--- src/rtl/sgl_pkg.sv ---
package sgl_pkg;

    // Number of register stages used to bring the pixel clock into the bus domain
    localparam int unsigned SYNC_STAGES_DEF = 2;

    // Bus transaction phase as seen by the target
    typedef enum logic [1:0] {
        PH_IDLE = 2'd0,
        PH_ADDR = 2'd1,
        PH_DATA = 2'd2
    } bus_phase_t;

    // Synchronized pixel clock with its edge strobes
    typedef struct packed {
        logic level;
        logic rise;
        logic fall;
    } pix_edge_t;

    // A beat transfers when both ready lines are low at a clock edge
    function automatic logic beat_taken(logic trdy_low_n, logic irdy_low_n);
        return (!trdy_low_n) && (!irdy_low_n);
    endfunction

    // Transaction end: both initiator lines released
    function automatic logic burst_over(logic frame_low_n, logic irdy_low_n);
        return frame_low_n && irdy_low_n;
    endfunction

endpackage

--- src/rtl/sgl_pix_sync.sv ---
module sgl_pix_sync #(
    parameter int unsigned STAGES = 2
) (
    input  logic clk,
    input  logic rst,
    input  logic d,
    output logic q
);
    localparam int unsigned N = (STAGES < 1) ? 1 : STAGES;

    logic [N-1:0] chain;

    generate
        if (N == 1) begin : g_single
            always_ff @(posedge clk) begin
                if (rst) chain <= '0;
                else     chain <= d;
            end
        end else begin : g_multi
            always_ff @(posedge clk) begin
                if (rst) chain <= '0;
                else     chain <= {chain[N-2:0], d};
            end
        end
    endgenerate

    assign q = chain[N-1];
endmodule

--- src/rtl/sgl_edge_detect.sv ---
module sgl_edge_detect
    import sgl_pkg::*;
(
    input  logic      clk,
    input  logic      rst,
    input  logic      level_s,
    output pix_edge_t edges
);
    logic level_d;

    always_ff @(posedge clk) begin
        if (rst) level_d <= 1'b0;
        else     level_d <= level_s;
    end

    always_comb begin
        edges.level = level_s;
        edges.rise  = level_s && !level_d;
        edges.fall  = !level_s && level_d;
    end
endmodule

--- src/rtl/sgl_bus_phase.sv ---
module sgl_bus_phase
    import sgl_pkg::*;
(
    input  logic       clk,
    input  logic       rst,
    input  logic       frame_n,
    input  logic       irdy_n,
    output bus_phase_t phase
);
    bus_phase_t phase_nx;

    always_comb begin
        phase_nx = phase;
        unique case (phase)
            PH_IDLE: if (!frame_n) phase_nx = PH_ADDR;
            PH_ADDR: phase_nx = PH_DATA;
            PH_DATA: if (burst_over(frame_n, irdy_n)) phase_nx = PH_IDLE;
            default: phase_nx = PH_IDLE;
        endcase
    end

    always_ff @(posedge clk) begin
        if (rst) phase <= PH_IDLE;
        else     phase <= phase_nx;
    end
endmodule

--- src/rtl/sgl_ready_pacer.sv ---
module sgl_ready_pacer
    import sgl_pkg::*;
(
    input  logic      clk,
    input  logic      rst,
    input  pix_edge_t edges,
    input  logic      in_data,
    input  logic      line_valid,
    input  logic      irdy_n,
    output logic      trdy_n
);
    logic armed;
    logic beat;

    // Ready is low only while armed, the pixel is still low, and the line is live
    assign trdy_n = !(armed && !edges.level && in_data && line_valid);
    assign beat   = beat_taken(trdy_n, irdy_n);

    always_ff @(posedge clk) begin
        if (rst) begin
            armed <= 1'b0;
        end else if (!in_data || edges.rise || beat) begin
            armed <= 1'b0;
        end else if (edges.fall && line_valid) begin
            armed <= 1'b1;
        end
    end
endmodule

--- src/rtl/sensor_ready_glue.sv ---
module sensor_ready_glue
    import sgl_pkg::*;
#(
    parameter int unsigned SYNC_STAGES = SYNC_STAGES_DEF
) (
    input  logic clk,
    input  logic rst,
    input  logic frame_n,
    input  logic irdy_n,
    input  logic pix_clk,
    input  logic line_valid,
    output logic devsel_n,
    output logic trdy_n,
    output logic sensor_oe
);
    logic       pix_s;
    pix_edge_t  pix_e;
    bus_phase_t phase;
    logic       in_data;

    sgl_pix_sync #(.STAGES(SYNC_STAGES)) u_sync (
        .clk (clk),
        .rst (rst),
        .d   (pix_clk),
        .q   (pix_s)
    );

    sgl_edge_detect u_edge (
        .clk     (clk),
        .rst     (rst),
        .level_s (pix_s),
        .edges   (pix_e)
    );

    sgl_bus_phase u_phase (
        .clk     (clk),
        .rst     (rst),
        .frame_n (frame_n),
        .irdy_n  (irdy_n),
        .phase   (phase)
    );

    assign in_data = (phase == PH_DATA);

    sgl_ready_pacer u_pacer (
        .clk        (clk),
        .rst        (rst),
        .edges      (pix_e),
        .in_data    (in_data),
        .line_valid (line_valid),
        .irdy_n     (irdy_n),
        .trdy_n     (trdy_n)
    );

    assign devsel_n  = !in_data;
    assign sensor_oe = in_data && line_valid;
endmodule

--- config.mk ---
export PLATFORM = sky130hd
export DESIGN_NAME = sensor_ready_glue
export DESIGN_NICKNAME = d
export VERILOG_FILES = /design/src/rtl/sgl_pkg.sv /design/src/rtl/sgl_pix_sync.sv /design/src/rtl/sgl_edge_detect.sv /design/src/rtl/sgl_bus_phase.sv /design/src/rtl/sgl_ready_pacer.sv /design/src/rtl/sensor_ready_glue.sv
export SDC_FILE = /design/constraint.sdc
export NUM_CORES = 1
export LEC_CHECK = 0
export BUFFER_PORTS_ARGS = -buffer_cell sky130_fd_sc_hd__buf_2
export CAP_MARGIN = 10
export CORE_AREA = 5 5 42 44
export DETAILED_ROUTE_END_ITERATION = 8
export DIE_AREA = 0 0 47 49
export GPL_TIMING_DRIVEN = 0
export PLACE_DENSITY_LB_ADDON = 0.25
export SLEW_MARGIN = 10
export SYNTH_ARGS = -nofsm -noshare
export SYNTH_HDL_FRONTEND = slang
export SYNTH_SLANG_ARGS = --single-unit
export TNS_END_PERCENT = 30
--- constraint.sdc ---
create_clock -name clk -period 0.88 [get_ports clk]
set_input_delay 0.044 -clock clk [delete_from_list [all_inputs] [get_ports clk]]
set_output_delay 0.044 -clock clk [all_outputs]
set_load 0.02 [all_outputs]
# --- Word level (Yosys, flattened, before mapping) ---
# Index checks and enable logic that the tools add are counted.
totals:
  input_bits: 6
  ff_bits: 6
classes:
  muxes: 3
  n_eq_ne: 4
  n_reduce_logical: 19
ops:
  columns: ["op", "count"]
  rows:
  - ["$logic_and A1 B1 Y1", 9]
  - ["$pmux W2 S3", 1]
  - ["$logic_not A1 Y1", 5]
  - ["$mux W2", 2]
  - ["$eq A2 B1 Y1 const B", 1]
  - ["$eq A2 B2 Y1 const B", 1]
  - ["$logic_not A2 Y1", 1]
  - ["$logic_or A1 B1 Y1", 2]
  - ["$ne A2 B1 Y1 const B", 1]
  - ["$ne A2 B2 Y1 const B", 1]
  - ["$reduce_and A2 Y1", 1]
  - ["$reduce_or A2 Y1", 1]

# --- Logic depth before layout (Yosys ltp) ---
logic_depth:
  word_depth: 7
  depth_mapped: 3
  depth_no_buf: 3

# --- Modules after synthesis ---
# From an unflattened synthesis, not the netlist that was laid out.
unflattened:
  hier_cells: 24
  area_unflattened_um2: 270.3
modules_own_cells:
  columns: ["mod", "area_each_um2", "n_inst", "seq_area_each_um2", "cells_per_inst"]
  rows:
  - ["sgl_bus_phase", 78.8, 1, 40.0, 7]
  - ["sgl_ready_pacer", 67.6, 1, 20.0, 5]
  - ["sgl_pix_sync", 52.6, 1, 40.0, 4]
  - ["sgl_edge_detect", 46.3, 1, 20.0, 5]
  - ["sensor_ready_glue", 25.0, 1, 0.0, 3]

# --- Least setup slack after synthesis ---
# Ideal clock, no wire load.
synth_path:
  kind: "reg-to-output"
  startpoint: "register u_phase.phase[0]"
  endpoint: "output port trdy_n"
  arrival_time_ns: 1.181
  stages_incl_launch_ff: 4
  required_time_ns: 0.836
  slack_ns: -0.345
  path_cell_list: "dfxtp_1 nand2b_1 nor2_1 nand2_1"
synth_via:
  elab_chain_cells: 4
synth_rtl:
  columns: ["element", "line", "source"]
  rows:
  - ["start: declaration", "sgl_bus_phase.sv:8", "output bus_phase_t phase"]
  - ["start signal: assignment", "sgl_bus_phase.sv:24", "else phase <= phase_nx;"]
  - ["$eq A2 B2 Y1", "sensor_ready_glue.sv:43", "assign in_data = (phase == PH_DATA);"]
  - ["$logic_and A1 B1 Y1 (2 in series)", "sgl_ready_pacer.sv:16", "assign trdy_n = !(armed && !edges.level && in_data && line_valid);"]
  - ["$logic_not A1 Y1", "sgl_ready_pacer.sv:16", null]
  - ["end: declaration", "sensor_ready_glue.sv:13", "output logic trdy_n,"]
# No other way between the ends.

# --- Worst setup path in the final report ---
# Ends and elaborated chain as after synthesis.

==> flow_metrics.env <==
export IMPL_fmax_mhz=993.7
export IMPL_routedWlPerCell_um=9.037
export IMPL_cts_sinks=6
export IMPL_clock_latency_ns=0.24
export IMPL_ios=9
export IMPL_synth_cell_types=13
export IMPL_r2r_start="u_sync.chain[1]$_SDFF_PP0_"
export IMPL_htree_levels=1
export IMPL_cp_startpoint="u_phase.phase[0]$_SDFFE_PP0P_"
export IMPL_period_needed_ns=1.006
export IMPL_critPathSlowestCell="dfxtp_2"
export IMPL_slew_viol_final=0
export IMPL_final_cell_mix="buf_2 (7), dfxtp_2 (4), nor2b_1 (3), clkbuf_4 (3)"
export IMPL_clock_skew_final_ns=0.001580
export IMPL_end_kind="primary output"
export IMPL_crit_fanout=3
export IMPL_power_density_nw_per_um2=1636
export IMPL_critPathMaxStageDelay_ns=0.31
export IMPL_port_buffers=8
export IMPL_clk_pin_slew_worst_paths_ns=0.04
export IMPL_hold_end="u_phase.phase[0]$_SDFFE_PP0P_"
export IMPL_antenna_left=0
export IMPL_crit_arrival_ns=0.96
export IMPL_synth_area_um2=224.0
export IMPL_crit_required_ns=0.84
export IMPL_rows=14
export IMPL_cp_num_buf_inv=1
export IMPL_r2r_end="u_pacer.armed$_SDFFE_PP0P_"
export IMPL_synth_area_leader_cell="dfxtp_1"
export IMPL_grt_setup_unrepaired="true"
export IMPL_cap_violations=0
export IMPL_cts_root_buffer="clkbuf_4"
export IMPL_first_pass_iters=2
export IMPL_fill_cells=162
export IMPL_wl_um=488
export IMPL_r2r_cells=3
export IMPL_drt_vias_per_instance=3.889
export IMPL_initial_core_util=0.1598
export IMPL_period_share=1.144
export IMPL_final_nets=46
export IMPL_grt_first_pass_wirelength_um=869
export IMPL_drc=0
export IMPL_dieArea_um2=2303
export IMPL_p_leak_uw=0.0001483
export IMPL_grt_max_degree=7
export IMPL_setup_viol=4
export IMPL_dp_hpwl_um=383.2
export IMPL_dr_first_iter_drc_count=1
export IMPL_cp_cell_sequence="nand2b_4 -> nor2_4 -> nand2_2 -> buf_6"
export IMPL_syn_inst=23
export IMPL_slew_headroom=0.8619
export IMPL_hold_path_depth=2
export IMPL_die_y_um=49
export IMPL_drive_gt1_frac=0.6053
export IMPL_clockBufferDepth=2
export IMPL_multi_input_area_um2=126.4
export IMPL_yosysTopAreaCellShare=0.5363
export IMPL_max_slew_worst_pin_slew_ns=0.2052
export IMPL_track_usage=0.05646
export IMPL_cts_tree="done"
export IMPL_critPathKind="reg2out"
export IMPL_pre_cts_slack_ns=-0.01855
export IMPL_netlist_top_cells_area="dfxtp_1 (54%), nor2b_1 (8.4%), a311oi_2 (6.7%)"
export IMPL_hold_start="rst"
export IMPL_core_um2=1401
export IMPL_rrSetupSlack_ns=-0.01
export IMPL_vias=210
export IMPL_grt_overflow_total=0
export IMPL_violations="negative setup slack"
export IMPL_fin_setup_tns_ns=-0.2827
export IMPL_area_growth_pct=69.27
export IMPL_antenna_found_initial=0
export IMPL_avgSynthCellArea_um2=9.738
export IMPL_cp_start_kind="flip-flop"
export IMPL_vdd_drop_max_v=0.0007827
export IMPL_yosysSeqAreaShare=0.5363
export IMPL_fin_ws_ns=-0.1263
export IMPL_synth_warnings=0
export IMPL_path_delay_family="flip-flops"
export IMPL_synth_seq_cells=6
export IMPL_routabilityCongestion=0.6688
export IMPL_hold_viol=0
export IMPL_status="finished, violations left"
export IMPL_grt_pass1_vias=218
export IMPL_seqCellArea_um2=125.1
export IMPL_numCtsBuffers=3
export IMPL_finalPower_uw=620.2
export IMPL_hp_class="in2reg"
export IMPL_synth_nets=29
export IMPL_final_common_cell="buf_2"
export IMPL_die_width_um=47
export IMPL_antennaDiodeCount=0
==> worst max path at each step <==
stage                                  to  slack, ns  cells past startpoint
2_1_floorplan                      trdy_n       0.02                      3
6_report                           trdy_n      -0.13                      4
3_3_place_gp   u_pacer.armed$_SDFFE_PP0P_       0.04                      3
3_5_place_dp   u_pacer.armed$_SDFFE_PP0P_      -0.02                      3
5_1_grt                            trdy_n      -0.17                      4
4_1_cts                            trdy_n      -0.14                      4
==> report_power, final <==
group          leakage [uW]  internal [uW]  switching, uW
clock network     0.0000138            154           97.4
logic             0.0000836           39.6           33.6
registers         0.0000509            286           9.36
==> cell usage after synthesis <==
master and count:
dfxtp_1 6, nor2_1 3, nor2b_1 3, nand3_1 2, a21oi_1 1, a311oi_2 1
inv_1 1, mux2i_1 1, nand2_1 1, nand2b_1 1, nor2b_2 1, nor4_1 1
o21ai_1 1
==> cell families (layout without fill, tap and decap cells) <==
group | Yosys count | count (layout) | share of synthesized area
compound gates | 3 | 3 | 0.1117
flops | 6 | 6 | 0.5363
simple gates | 12 | 12 | 0.2905
buf+inv | 1 | 16 | 0.01674
mux | 1 | 1 | 0.04469
==> sequential cells by signal, summed over array words and instances, names as in the netlist <==
| name | flops |
|---|---|
| u_sync.chain | 2 |
| u_phase.phase | 2 |
| u_pacer.armed | 1 |
| u_edge.level_d | 1 |
==> metrics by stage <==
stage	cell area [um^2]	utilization	hold slack [ns]	std cells
2_1_floorplan	241.5	-	0.1119	23
3_3_place_gp	301.5	0.2152	0.2232	47
3_5_place_dp	301.5	0.2152	0.2271	47
4_1_cts	374.1	0.2670	0.04308	54
5_1_grt	379.1	0.2705	0.05426	54
6_report	379.1	0.2705	0.04291	54
==> final cells by class <==
class,instances,area share
clock buffer,3,0.05941
inverter,1,0.009901
multi-input combinational,16,0.3333
sequential,6,0.3300
tap,16,0.05281
timing repair buffer,12,0.2145
==> timing repair <==
item | 4_1_cts | 5_1_grt
setup buffers | 2 | 0
endpoints found under the setup margin | 4 | 5
endpoints found under the hold margin | 2 | 0
gates resized for setup | 6 | 2
pin swaps | 2 | 0
hold buffers | 2 | 0
==> metal layers <==
layer	part of all wire	GRT usage
met1	0.40	0.05973
met2	0.43	0.07692
met4	0	0.01382
met5	0	0
met3	0.18	0.05904
==> worst reg2reg max path, delay by kind of cell (launching register included) <==
family / cells / cell delay, ns
flip-flops: 1 / 0.33
AO/OA/AOI/OAI: 1 / 0.27
AND/OR/NAND/NOR: 2 / 0.19
Power figures use the tool's default switching activity.
